==> src/rtl/tmr_pair_pkg.sv <==
package tmr_pair_pkg;
   localparam int ADDR_W = 3;

   typedef enum logic [ADDR_W-1:0] {
      RA_LO_CTRL = 3'd0,
      RA_LO_RLD  = 3'd1,
      RA_LO_CNT  = 3'd2,
      RA_HI_CTRL = 3'd3,
      RA_HI_RLD  = 3'd4,
      RA_HI_CNT  = 3'd5,
      RA_STATUS  = 3'd6
   } reg_addr_e;

   localparam int CB_EN      = 0;
   localparam int CB_RESTART = 1;
   localparam int CB_COMBINE = 3;
   localparam int CB_SEL_LSB = 4;
endpackage

==> src/rtl/tmr_tick_sel.sv <==
module tmr_tick_sel #(
   parameter int NUM_SRC = 4,
   parameter int SEL_W   = 2
) (
   input  logic [NUM_SRC-1:0] ticks,
   input  logic [SEL_W-1:0]   sel,
   output logic               tick
);
   generate
      if ((1 << SEL_W) == NUM_SRC) begin : g_full
         assign tick = ticks[sel];
      end else begin : g_sparse
         always_comb begin
            tick = 1'b0;
            for (int i = 0; i < NUM_SRC; i++)
               if (int'(sel) == i) tick = ticks[i];
         end
      end
   endgenerate
endmodule

==> src/rtl/tmr_down_cnt.sv <==
module tmr_down_cnt #(
   parameter int W = 24
) (
   input  logic         clk,
   input  logic         rst_n,
   input  logic         run,
   input  logic         tick,
   input  logic         restart,
   input  logic [W-1:0] reload,
   output logic [W-1:0] count,
   output logic         tc
);
   logic at_zero;
   assign at_zero = (count == '0);
   assign tc      = run && tick && at_zero && !restart;

   always_ff @(posedge clk) begin
      if (!rst_n)
         count <= '0;
      else if (restart)
         count <= reload;
      else if (run && tick)
         count <= at_zero ? reload : count - 1'b1;
   end

   p_hold_disabled_r6: assert property (@(posedge clk) disable iff (!rst_n)
      (!run && !restart) |=> $stable(count));
   p_reload_on_zero_r4: assert property (@(posedge clk) disable iff (!rst_n)
      tc |=> (count == $past(reload)));
   p_step_down_r3: assert property (@(posedge clk) disable iff (!rst_n)
      (run && tick && !restart && !at_zero) |=> (count == $past(count) - 1'b1));
endmodule

==> src/rtl/tmr_hi_cnt.sv <==
module tmr_hi_cnt #(
   parameter int W = 32
) (
   input  logic         clk,
   input  logic         rst_n,
   input  logic         combine,
   input  logic         run,
   input  logic         tick,
   input  logic         carry_in,
   input  logic         restart,
   input  logic [W-1:0] reload,
   output logic [W-1:0] count,
   output logic         tc
);
   logic         step;
   logic         at_end;
   logic [W-1:0] start_val;

   assign start_val = combine ? ~reload : reload;
   assign step      = combine ? carry_in : (run && tick);
   assign at_end    = combine ? (count == '1) : (count == '0);
   assign tc        = step && at_end && !restart;

   always_ff @(posedge clk) begin
      if (!rst_n)
         count <= '0;
      else if (restart)
         count <= start_val;
      else if (step) begin
         if (at_end)       count <= start_val;
         else if (combine) count <= count + 1'b1;
         else              count <= count - 1'b1;
      end
   end

   p_comb_hold_r7: assert property (@(posedge clk) disable iff (!rst_n)
      (combine && !carry_in && !restart) |=> $stable(count));
   p_comb_inc_r7: assert property (@(posedge clk) disable iff (!rst_n)
      (combine && carry_in && !restart && count != '1) |=> (count == $past(count) + 1'b1));
   p_comb_wrap_r9: assert property (@(posedge clk) disable iff (!rst_n)
      (combine && tc) |=> (count == ~$past(reload)));
endmodule

==> src/rtl/tmr_pair.sv <==
module tmr_pair
   import tmr_pair_pkg::*;
#(
   parameter int LO_W    = 24,
   parameter int HI_W    = 32,
   parameter int DATA_W  = 32,
   parameter int NUM_SRC = 4
) (
   input  logic               clk,
   input  logic               rst_n,
   input  logic [NUM_SRC-1:0] tick_i,
   input  logic               reg_we,
   input  logic [ADDR_W-1:0]  reg_addr,
   input  logic [DATA_W-1:0]  reg_wdata,
   output logic [DATA_W-1:0]  reg_rdata,
   output logic               irq_lo,
   output logic               irq_hi
);
   localparam int SEL_W = (NUM_SRC > 1) ? $clog2(NUM_SRC) : 1;

   generate
      if (LO_W > DATA_W || HI_W > DATA_W) begin : g_bad_width
         $error("timer width exceeds register data width");
      end
      if (CB_SEL_LSB + SEL_W > DATA_W) begin : g_bad_sel
         $error("clock select field does not fit the control register");
      end
   endgenerate

   logic             lo_en, hi_en, comb;
   logic [SEL_W-1:0] lo_sel, hi_sel;
   logic [LO_W-1:0]  lo_rld, lo_cnt;
   logic [HI_W-1:0]  hi_rld, hi_cnt;
   logic [1:0]       pend;
   logic             lo_tick, hi_tick, lo_tc, hi_tc;
   logic             wr_lo_ctrl, wr_hi_ctrl, wr_status;
   logic             lo_restart, hi_restart, comb_now;

   assign wr_lo_ctrl = reg_we && (reg_addr == RA_LO_CTRL);
   assign wr_hi_ctrl = reg_we && (reg_addr == RA_HI_CTRL);
   assign wr_status  = reg_we && (reg_addr == RA_STATUS);
   assign comb_now   = wr_lo_ctrl ? reg_wdata[CB_COMBINE] : comb;
   assign lo_restart = wr_lo_ctrl && reg_wdata[CB_RESTART];
   assign hi_restart = (wr_hi_ctrl && reg_wdata[CB_RESTART]) ||
                       (lo_restart && reg_wdata[CB_COMBINE]);

   always_ff @(posedge clk) begin
      if (!rst_n) begin
         lo_en  <= 1'b0;
         hi_en  <= 1'b0;
         comb   <= 1'b0;
         lo_sel <= '0;
         hi_sel <= '0;
         lo_rld <= '0;
         hi_rld <= '0;
      end else if (reg_we) begin
         case (reg_addr)
            RA_LO_CTRL: begin
               lo_en  <= reg_wdata[CB_EN];
               comb   <= reg_wdata[CB_COMBINE];
               lo_sel <= reg_wdata[CB_SEL_LSB +: SEL_W];
            end
            RA_HI_CTRL: begin
               hi_en  <= reg_wdata[CB_EN];
               hi_sel <= reg_wdata[CB_SEL_LSB +: SEL_W];
            end
            RA_LO_RLD: lo_rld <= reg_wdata[LO_W-1:0];
            RA_HI_RLD: hi_rld <= reg_wdata[HI_W-1:0];
            default: ;
         endcase
      end
   end

   always_ff @(posedge clk) begin
      if (!rst_n) begin
         pend   <= '0;
         irq_lo <= 1'b0;
         irq_hi <= 1'b0;
      end else begin
         pend   <= (pend & ~(wr_status ? reg_wdata[1:0] : 2'b00)) | {hi_tc, lo_tc};
         irq_lo <= lo_tc;
         irq_hi <= hi_tc;
      end
   end

   tmr_tick_sel #(.NUM_SRC(NUM_SRC), .SEL_W(SEL_W)) u_lo_sel (
      .ticks(tick_i), .sel(lo_sel), .tick(lo_tick));
   tmr_tick_sel #(.NUM_SRC(NUM_SRC), .SEL_W(SEL_W)) u_hi_sel (
      .ticks(tick_i), .sel(hi_sel), .tick(hi_tick));

   tmr_down_cnt #(.W(LO_W)) u_lo (
      .clk(clk), .rst_n(rst_n), .run(lo_en), .tick(lo_tick),
      .restart(lo_restart), .reload(lo_rld), .count(lo_cnt), .tc(lo_tc));

   tmr_hi_cnt #(.W(HI_W)) u_hi (
      .clk(clk), .rst_n(rst_n), .combine(comb_now), .run(hi_en),
      .tick(hi_tick), .carry_in(lo_tc), .restart(hi_restart),
      .reload(hi_rld), .count(hi_cnt), .tc(hi_tc));

   always_comb begin
      reg_rdata = '0;
      case (reg_addr)
         RA_LO_CTRL: begin
            reg_rdata[CB_EN]                 = lo_en;
            reg_rdata[CB_COMBINE]            = comb;
            reg_rdata[CB_SEL_LSB +: SEL_W]   = lo_sel;
         end
         RA_HI_CTRL: begin
            reg_rdata[CB_EN]                 = hi_en;
            reg_rdata[CB_SEL_LSB +: SEL_W]   = hi_sel;
         end
         RA_LO_RLD: reg_rdata = DATA_W'(lo_rld);
         RA_HI_RLD: reg_rdata = DATA_W'(hi_rld);
         RA_LO_CNT: reg_rdata = DATA_W'(lo_cnt);
         RA_HI_CNT: reg_rdata = DATA_W'(hi_cnt);
         RA_STATUS: reg_rdata[1:0] = pend;
         default: ;
      endcase
   end

   p_lo_event_r4: assert property (@(posedge clk) disable iff (!rst_n)
      lo_tc |=> (irq_lo && pend[0]));
   p_hi_event_wins_r10: assert property (@(posedge clk) disable iff (!rst_n)
      hi_tc |=> (irq_hi && pend[1]));
   p_irq_pulse_r4: assert property (@(posedge clk) disable iff (!rst_n)
      (irq_lo && !lo_tc) |=> !irq_lo);
   p_wrap_pair_r9: assert property (@(posedge clk) disable iff (!rst_n)
      (comb && hi_tc) |=> (irq_lo && irq_hi));
endmodule

==> config.mk <==
export PLATFORM = sky130hd
export DESIGN_NAME = tmr_pair
export DESIGN_NICKNAME = d
export VERILOG_FILES = /design/src/rtl/tmr_pair_pkg.sv /design/src/rtl/tmr_tick_sel.sv /design/src/rtl/tmr_down_cnt.sv /design/src/rtl/tmr_hi_cnt.sv /design/src/rtl/tmr_pair.sv
export SDC_FILE = /design/constraint.sdc
export NUM_CORES = 1
export LEC_CHECK = 0
export ABC_AREA = 1
export ABC_CLOCK_PERIOD_IN_PS = 3000
export BUFFER_PORTS_ARGS = -buffer_cell sky130_fd_sc_hd__buf_2
export CAP_MARGIN = 15
export CORE_MARGIN = 3
export CORE_UTILIZATION = 33
export DETAILED_ROUTE_END_ITERATION = 7
export GPL_TIMING_DRIVEN = 0
export MAX_ROUTING_LAYER = met4
export SLEW_MARGIN = 20
export SYNTH_ARGS = -nofsm -noshare
export SYNTH_HDL_FRONTEND = slang
export SYNTH_SLANG_ARGS = --single-unit
==> constraint.sdc <==
create_clock -name clk -period 3 [get_ports clk]
set_input_delay 0.15 -clock clk [delete_from_list [all_inputs] [get_ports clk]]
set_output_delay 0.15 -clock clk [all_outputs]
set_load 0.02 [all_outputs]
Yosys cells after proc, flatten, opt, wreduce, memory -nomap -nowiden
Cells that the tools add are included.
{"block": "op_classes", "n_addsub": 3, "multipliers": 0, "div": 0, "magnitude_cmp": 2, "n_eq_ne": 7, "n_shift": 0, "n_mux": 22, "bitwise": 4, "n_reduce_logical": 24}
{"operator": "$mux 32", "n": 5}
{"operator": "$pmux 26 s4", "n": 1}
{"operator": "$mux 24", "n": 3}
{"operator": "$add 32x1->32 const B", "n": 1}
{"operator": "$eq 32x32->1 const B", "n": 1}
{"operator": "$logic_not 32->1", "n": 1}
{"operator": "$not 32->32", "n": 1}
{"operator": "$sub 32x1->32 const B", "n": 1}
{"operator": "$logic_not 24->1", "n": 1}
{"operator": "$sub 24x1->24 const B", "n": 1}
{"operator": "$logic_and 1x1->1", "n": 12}
{"operator": "$pmux 2 s6", "n": 1}
{"operator": "$pmux 1 s5", "n": 2}
{"operator": "$eq 3x3->1 const B", "n": 3}
{"operator": "$reduce_and 2->1", "n": 4}
{"operator": "$pmux 1 s7", "n": 1}
{"operator": "$eq 3x2->1 const B", "n": 2}
{"operator": "$lt 2x3->1 const B", "n": 2}
{"operator": "$mux 1", "n": 5}
{"operator": "$bmux 1 s2", "n": 2}
{"operator": "$pmux 1 s4", "n": 1}
{"operator": "$reduce_bool 2->1", "n": 2}
{"operator": "$eq 3x1->1 const B", "n": 1}
{"operator": "$logic_not 3->1", "n": 1}
{"operator": "other kinds (6)", "n": 7}
{"block": "totals", "regBits": 123, "latchBits": 0, "ram_bits": 0, "romBits": 0, "inputBits": 42, "elab_cells": 74, "mem_count": 0}

Depth between registers and ports, before layout
{"block": "logic_depth", "depth_word": 9, "mapped_depth": 22, "mapped_depth_nobuf": 18}

By module
From an unflattened synthesis, not the netlist that was laid out.
{"block": "hier_totals", "cells_unflattened": 1776, "hier_area_um2": 9988.3}
{"mod": "tmr_hi_cnt", "n_inst": 1, "cells_each": 752, "area_per_inst_um2": 4175.3, "seq_area_each_um2": 640.6}
{"mod": "tmr_pair", "n_inst": 1, "cells_each": 700, "area_per_inst_um2": 3947.5, "seq_area_each_um2": 1341.3}
{"mod": "tmr_down_cnt", "n_inst": 1, "cells_each": 298, "area_per_inst_um2": 1762.9, "seq_area_each_um2": 480.5}
{"mod": "tmr_tick_sel", "n_inst": 2, "cells_each": 13, "area_per_inst_um2": 51.3, "seq_area_each_um2": 0.0}

Least setup slack after synthesis
No wires, ideal clock.
{"block": "synth_path", "kind": "input-to-reg", "from": "input port reg_we", "to": "register u_hi.count[28]", "setup_ns": 0.070, "arrival_ns": 2.465, "required_time_ns": 2.930, "path_slack_ns": 0.465, "path_stages": 20, "cell_sequence": "buf_2 > nand4_4 > nand2_4 > buf_6 > buf_6 > buf_2 > buf_2 > xor2_1 > inv_1 > ha_1 > a21o_1 > a21oi_2 > inv_2 > nand2_1 > nand3_2 > nand2_1 > nand2_1 > nand2_1 > nand3_1 > a21oi_1"}
{"block": "synth_via", "elab_chain_len": 6, "word_cells_on_any_way": 17, "cone_classes": "mux (8); reduce/logical (9)"}
{"element": "start: declaration", "line_no": "tmr_pair.sv:12", "text": "input logic reg_we,"}
{"element": "$logic_and 1x1->1", "line_no": "tmr_pair.sv:39", "text": "assign wr_lo_ctrl = reg_we && (reg_addr == RA_LO_CTRL);"}
{"element": "$mux 1 / $logic_and 1x1->1 (equally long branches)", "line_no": "tmr_pair.sv:42, tmr_pair.sv:43"}
{"element": "$mux 32 (tied with other cells)", "line_no": "tmr_hi_cnt.sv:31", "text": "else if (combine) count <= count + 1'b1;"}
{"element": "$mux 32 / $logic_and 1x1->1 (equally long branches)", "line_no": "tmr_hi_cnt.sv:30, tmr_down_cnt.sv:15"}
{"element": "$mux 32 / $mux 1 (equally long branches)", "line_no": "tmr_hi_cnt.sv:29, tmr_hi_cnt.sv:20"}
{"element": "$mux 32 / $reduce_bool 2->1 (equally long branches)"}
{"element": "end signal: assignment", "line_no": "tmr_hi_cnt.sv:28", "text": "count <= start_val;"}
{"element": "end signal: assignment", "line_no": "tmr_hi_cnt.sv:30", "text": "if (at_end) count <= start_val;"}
{"element": "end signal: assignment", "line_no": "tmr_hi_cnt.sv:31"}
{"element": "end: declaration", "line_no": "tmr_hi_cnt.sv:12", "text": "output logic [W-1:0] count,"}
Several ways; a longest one is shown, not always the timed one. The select of a mux whose other input is x is not followed.
A chain may end at the register's enable or synchronous reset.

Final worst setup path
{"block": "layout_path", "from": "register u_hi.count[16]", "to": "register u_hi.count[26]"}
{"block": "layout_via", "elab_chain_len": 5, "word_cells_on_any_way": 9, "cone_classes": "add/sub (2); eq/ne (1); mux (5); reduce/logical (1)"}
{"element": "$sub 32x1->32 (tied with other cells)", "line_no": "tmr_hi_cnt.sv:32", "text": "else count <= count - 1'b1;"}
{"element": "$mux 32 / $mux 1 (equally long branches)", "line_no": "tmr_hi_cnt.sv:31, tmr_hi_cnt.sv:21"}
{"element": "$mux 32 *", "line_no": "tmr_hi_cnt.sv:30"}
{"element": "$mux 32 *", "line_no": "tmr_hi_cnt.sv:29", "text": "else if (step) begin"}
{"element": "$mux 32 *", "line_no": "tmr_hi_cnt.sv:27", "text": "else if (restart)"}
Every way passes the cells marked *; elsewhere a longest branch is shown, timed or not. The select of a mux whose other input is x is not followed.

==> impl_results.rst <==
.. list-table::
   :header-rows: 1

   * - Metric
     - Value
   * - Post-Route Skew
     - 10.1 ps
   * - Overall routed net length
     - 35000 um
   * - Number of standard-cell rows in the floorplan
     - 58
   * - Routed Antenna Nets
     - 0
   * - Maximum root-to-sink buffer count
     - 2
   * - Vias per cell
     - 5.43
   * - Detailed-routing iteration count for the pre-antenna-repair pass
     - 6
   * - Final count of negative-setup-slack endpoints
     - 0
   * - Category of the critical setup timing path
     - reg2reg
   * - Area taken by multi-input logic gates
     - 0.00510 sq mm
   * - H-tree depth
     - 4
   * - Main flop type after synthesis
     - sky130_fd_sc_hd__dfxtp_1
   * - Maximum VDD drop
     - 0.000521 V
   * - Register Area
     - 0.00246 sq mm
   * - Final critical-path required period
     - 2810 ps
   * - Number of global-route vias before repair
     - 9164
   * - Core occupancy in the finished layout
     - 39.5%
   * - Async S/R FF share, synth
     - 0%
   * - Y dimension of the die
     - 167 um
   * - TritonCTS Sinks
     - 123
   * - Number of instances in the synthesized netlist
     - 1367
   * - Slowest cell on the critical path
     - sky130_fd_sc_hd__nor4_1
   * - Nets@finish
     - 1507
   * - Filler cell count
     - 2778
   * - Starting density of the core
     - 33.8%
   * - Cell Area, Synth
     - 0.00859 sq mm
   * - Cell with the most instances after synthesis
     - sky130_fd_sc_hd__nand2_1
   * - Arrival time of data at the critical path endpoint
     - 3100 ps
   * - Cell class contributing the biggest share of worst-path delay
     - simple AND/OR/NAND/NOR gates
   * - Yosys warnings
     - 0
   * - Antenna violations before repair
     - 0
   * - Peak clock frequency supported by timing
     - 356 MHz
   * - Required time reported for the critical path endpoint
     - 3300 ps
   * - Area of the die
     - 0.0280 sq mm
   * - Placeable core area
     - 0.0254 sq mm
   * - Total half-perimeter wirelength after legalization and detailed placement
     - 28100 um
   * - Initial DRC count
     - 1076
   * - Unrepaired setup endpoints after global routing
     - no
   * - Pin count of the biggest net entering global routing
     - 20
   * - Gpl congestion
     - 0.973
   * - Number of hold violations in the final report
     - 0
   * - TritonCTS clock tree
     - yes
   * - Slew HR
     - 39.8%
   * - Post-synth top area cell
     - sky130_fd_sc_hd__dfxtp_1
   * - Number of synthesized flops with an enable pin
     - 0
   * - Largest fanout of any net on the critical path
     - 10
   * - Fraction of final layout cells sized beyond drive strength 1
     - 12.6%
   * - I/O pins
     - 76
   * - Largest stage delay on the critical path
     - 560 ps
   * - Flop-to-flop setup slack
     - 190 ps
   * - Final routed DRC violation total
     - 0
   * - Leak Pwr
     - 4.35 nW
   * - Result of the run
     - completed
   * - Type of the tightest min-delay check
     - in2reg
   * - Nature of the critical path startpoint
     - flop
   * - Net Count, Synth
     - 1412
   * - Number of distinct standard cells referenced by the synthesized netlist
     - 50
   * - Post-CTS Setup Bufs
     - 0
   * - GR Util All Layers
     - 25.0%
   * - Number of buffer cells added on primary ports
     - 75
   * - Diode count
     - 0
   * - Post-route non-filler standard cell count
     - 1805
   * - Type of destination of the critical path
     - flop
   * - Post-synthesis register bit count
     - 123
   * - Aggregate global routing overflow
     - 0
   * - Critical-path cell list
     - clkbuf_1, nor4_1, nand3_1, nor3_1, o21ai_1, nand2_1, clkbuf_1, o21ai_0, nand2_1, a21oi_1
   * - Placed cell count
     - 1772
   * - Slew of the pin with the lowest slew margin
     - 899 ps
   * - Most instantiated cells after synthesis
     - sky130_fd_sc_hd__nand2_1, sky130_fd_sc_hd__inv_1, sky130_fd_sc_hd__o21ai_0
   * - Cell chosen for the clock root
     - sky130_fd_sc_hd__clkbuf_16
   * - First-pass GRT wire length
     - 53500 um
   * - Cts bufs inserted
     - 17
   * - Skew-Pair Late Insertion Delay
     - 430 ps
   * - Portion of the post-synthesis area used by sequential elements
     - 28.7%
   * - Final critical-path share of the clock period
     - 93.6%
   * - Clock-pin transition on the worst setup and hold timing paths
     - 60 ps
   * - Final Slew Violations
     - 0
   * - Width of the chip
     - 167 um
   * - Area contributors post-synth
     - sky130_fd_sc_hd__dfxtp_1, sky130_fd_sc_hd__nand2_1, sky130_fd_sc_hd__o21ai_0
   * - Tightest hold margin
     - 10.1 ps
   * - Buf+Inv Stages, Crit Path
     - 2
   * - Count of max-cap constraint violations
     - 0
   * - Post-DR wirelength/cell
     - 19.4 um
   * - Number of vias in the routed layout
     - 9809
   * - Ratio of total power to cell area
     - 608 mW/mm^2
   * - Fraction of synthesized cell area taken by the top area cell type
     - 28.7%
   * - Layout overhead on the synthesized area
     - 16.9%
   * - Per-instance average area after synthesis
     - 6.28 sq um
[worst register-to-register path, stage by stage (launching register included)]
cell,delay [ps]
sky130_fd_sc_hd__dfxtp_1,300
sky130_fd_sc_hd__clkbuf_1,240
sky130_fd_sc_hd__nor4_1,560
sky130_fd_sc_hd__nand3_1,180
sky130_fd_sc_hd__nor3_1,220
sky130_fd_sc_hd__o21ai_1,150
sky130_fd_sc_hd__nand2_1,270
sky130_fd_sc_hd__clkbuf_1,370
sky130_fd_sc_hd__o21ai_0,220
sky130_fd_sc_hd__nand2_1,110
sky130_fd_sc_hd__a21oi_1,70
[path summary, 6_finish.rpt]
kind | to | start | depth (start not counted)
max reg2reg | u_hi.count[26]$_SDFFE_PN0P_ | u_hi.count[16]$_SDFFE_PN0P_ | 10
max | u_hi.count[26]$_SDFFE_PN0P_ | u_hi.count[16]$_SDFFE_PN0P_ | 10
min reg2reg | pend[0]$_SDFF_PN0_ | pend[0]$_SDFF_PN0_ | 2
min | hi_rld[26]$_SDFFE_PN0P_ | reg_wdata[26] | 3
[stage by stage]
stage          setup TNS (ps)  area, sq um  total power [mW]  worst slack [ps]
3_3_place_gp            -6010         9370              3.80              -594
4_1_cts                     0        10000              6.06              97.5
3_5_place_dp            -6080         9370              3.81              -592
5_1_grt                     0        10000              6.39              17.3
6_report                    0        10000              6.10               193
2_1_floorplan               0         8590              3.16               465
[metal layers]
metal	vias to the layer above	global-route usage, %	wire [um]
met1	4495	31.8	15100
met3	89	2.67	2060
met5	-	-	0
met4	0	8.50	1310
met2	439	41.6	16500
li1	4786	-	-
[area by class of cell]
cell class / instances / area share (%)
clock inverter: 13 / 1.97
inverter: 179 / 6.69
buffer: 78 / 3.42
multi-input combinational: 985 / 50.8
sequential: 123 / 24.5
clock buffer: 19 / 4.41
tap: 330 / 4.11
timing repair buffer: 78 / 4.04
[kinds of logic after synthesis]
logic type / synth area share (%)
AO/OA/AOI/OAI: 26.3
XOR/XNOR: 4.28
adder cells (fa/ha/maj): 0.437
buffers and inverters: 11.9
flip-flops: 28.7
AND/OR/NAND/NOR: 28.3
[flip-flops by register name (all words and copies together), names as in the netlist]
signal	cells
lo_rld	24
u_hi.count	32
hi_en	1
comb	1
lo_sel	2
lo_en	1
irq_lo	1
pend	2
irq_hi	1
hi_sel	2
u_lo.count	24
hi_rld	32
[report_power, final]
group	total (mW)	switching, mW	internal, mW
Combinational	2.05	1.44	0.617
Sequential	1.77	0.0690	1.70
Clock	2.27	0.785	1.49
Total	6.10	2.29	3.81
[placed cells by master (no fill, tap or decap), types with 15 or more instances in the layout]
cell type	synthesis	final
sky130_fd_sc_hd__a21oi_1	123	123
sky130_fd_sc_hd__a22oi_1	16	16
sky130_fd_sc_hd__buf_2	14	87
sky130_fd_sc_hd__clkbuf_1	60	60
sky130_fd_sc_hd__clkbuf_16	0	17
sky130_fd_sc_hd__dfxtp_1	123	123
sky130_fd_sc_hd__inv_1	164	164
sky130_fd_sc_hd__nand2_1	251	251
sky130_fd_sc_hd__nand2_2	23	23
sky130_fd_sc_hd__nand3_1	65	65
sky130_fd_sc_hd__nand4_1	18	18
sky130_fd_sc_hd__nor2_1	136	136
sky130_fd_sc_hd__o21ai_0	160	160
sky130_fd_sc_hd__o221ai_1	15	15
sky130_fd_sc_hd__o22ai_1	18	18
sky130_fd_sc_hd__xor2_1	32	32
[repair_timing]
action,CTS,global route
endpoints found under the setup margin,11,11
hold buffers,3,0
endpoints found under the hold margin,3,0
gates resized for setup,1,3
Power figures use the tool's default switching activity.
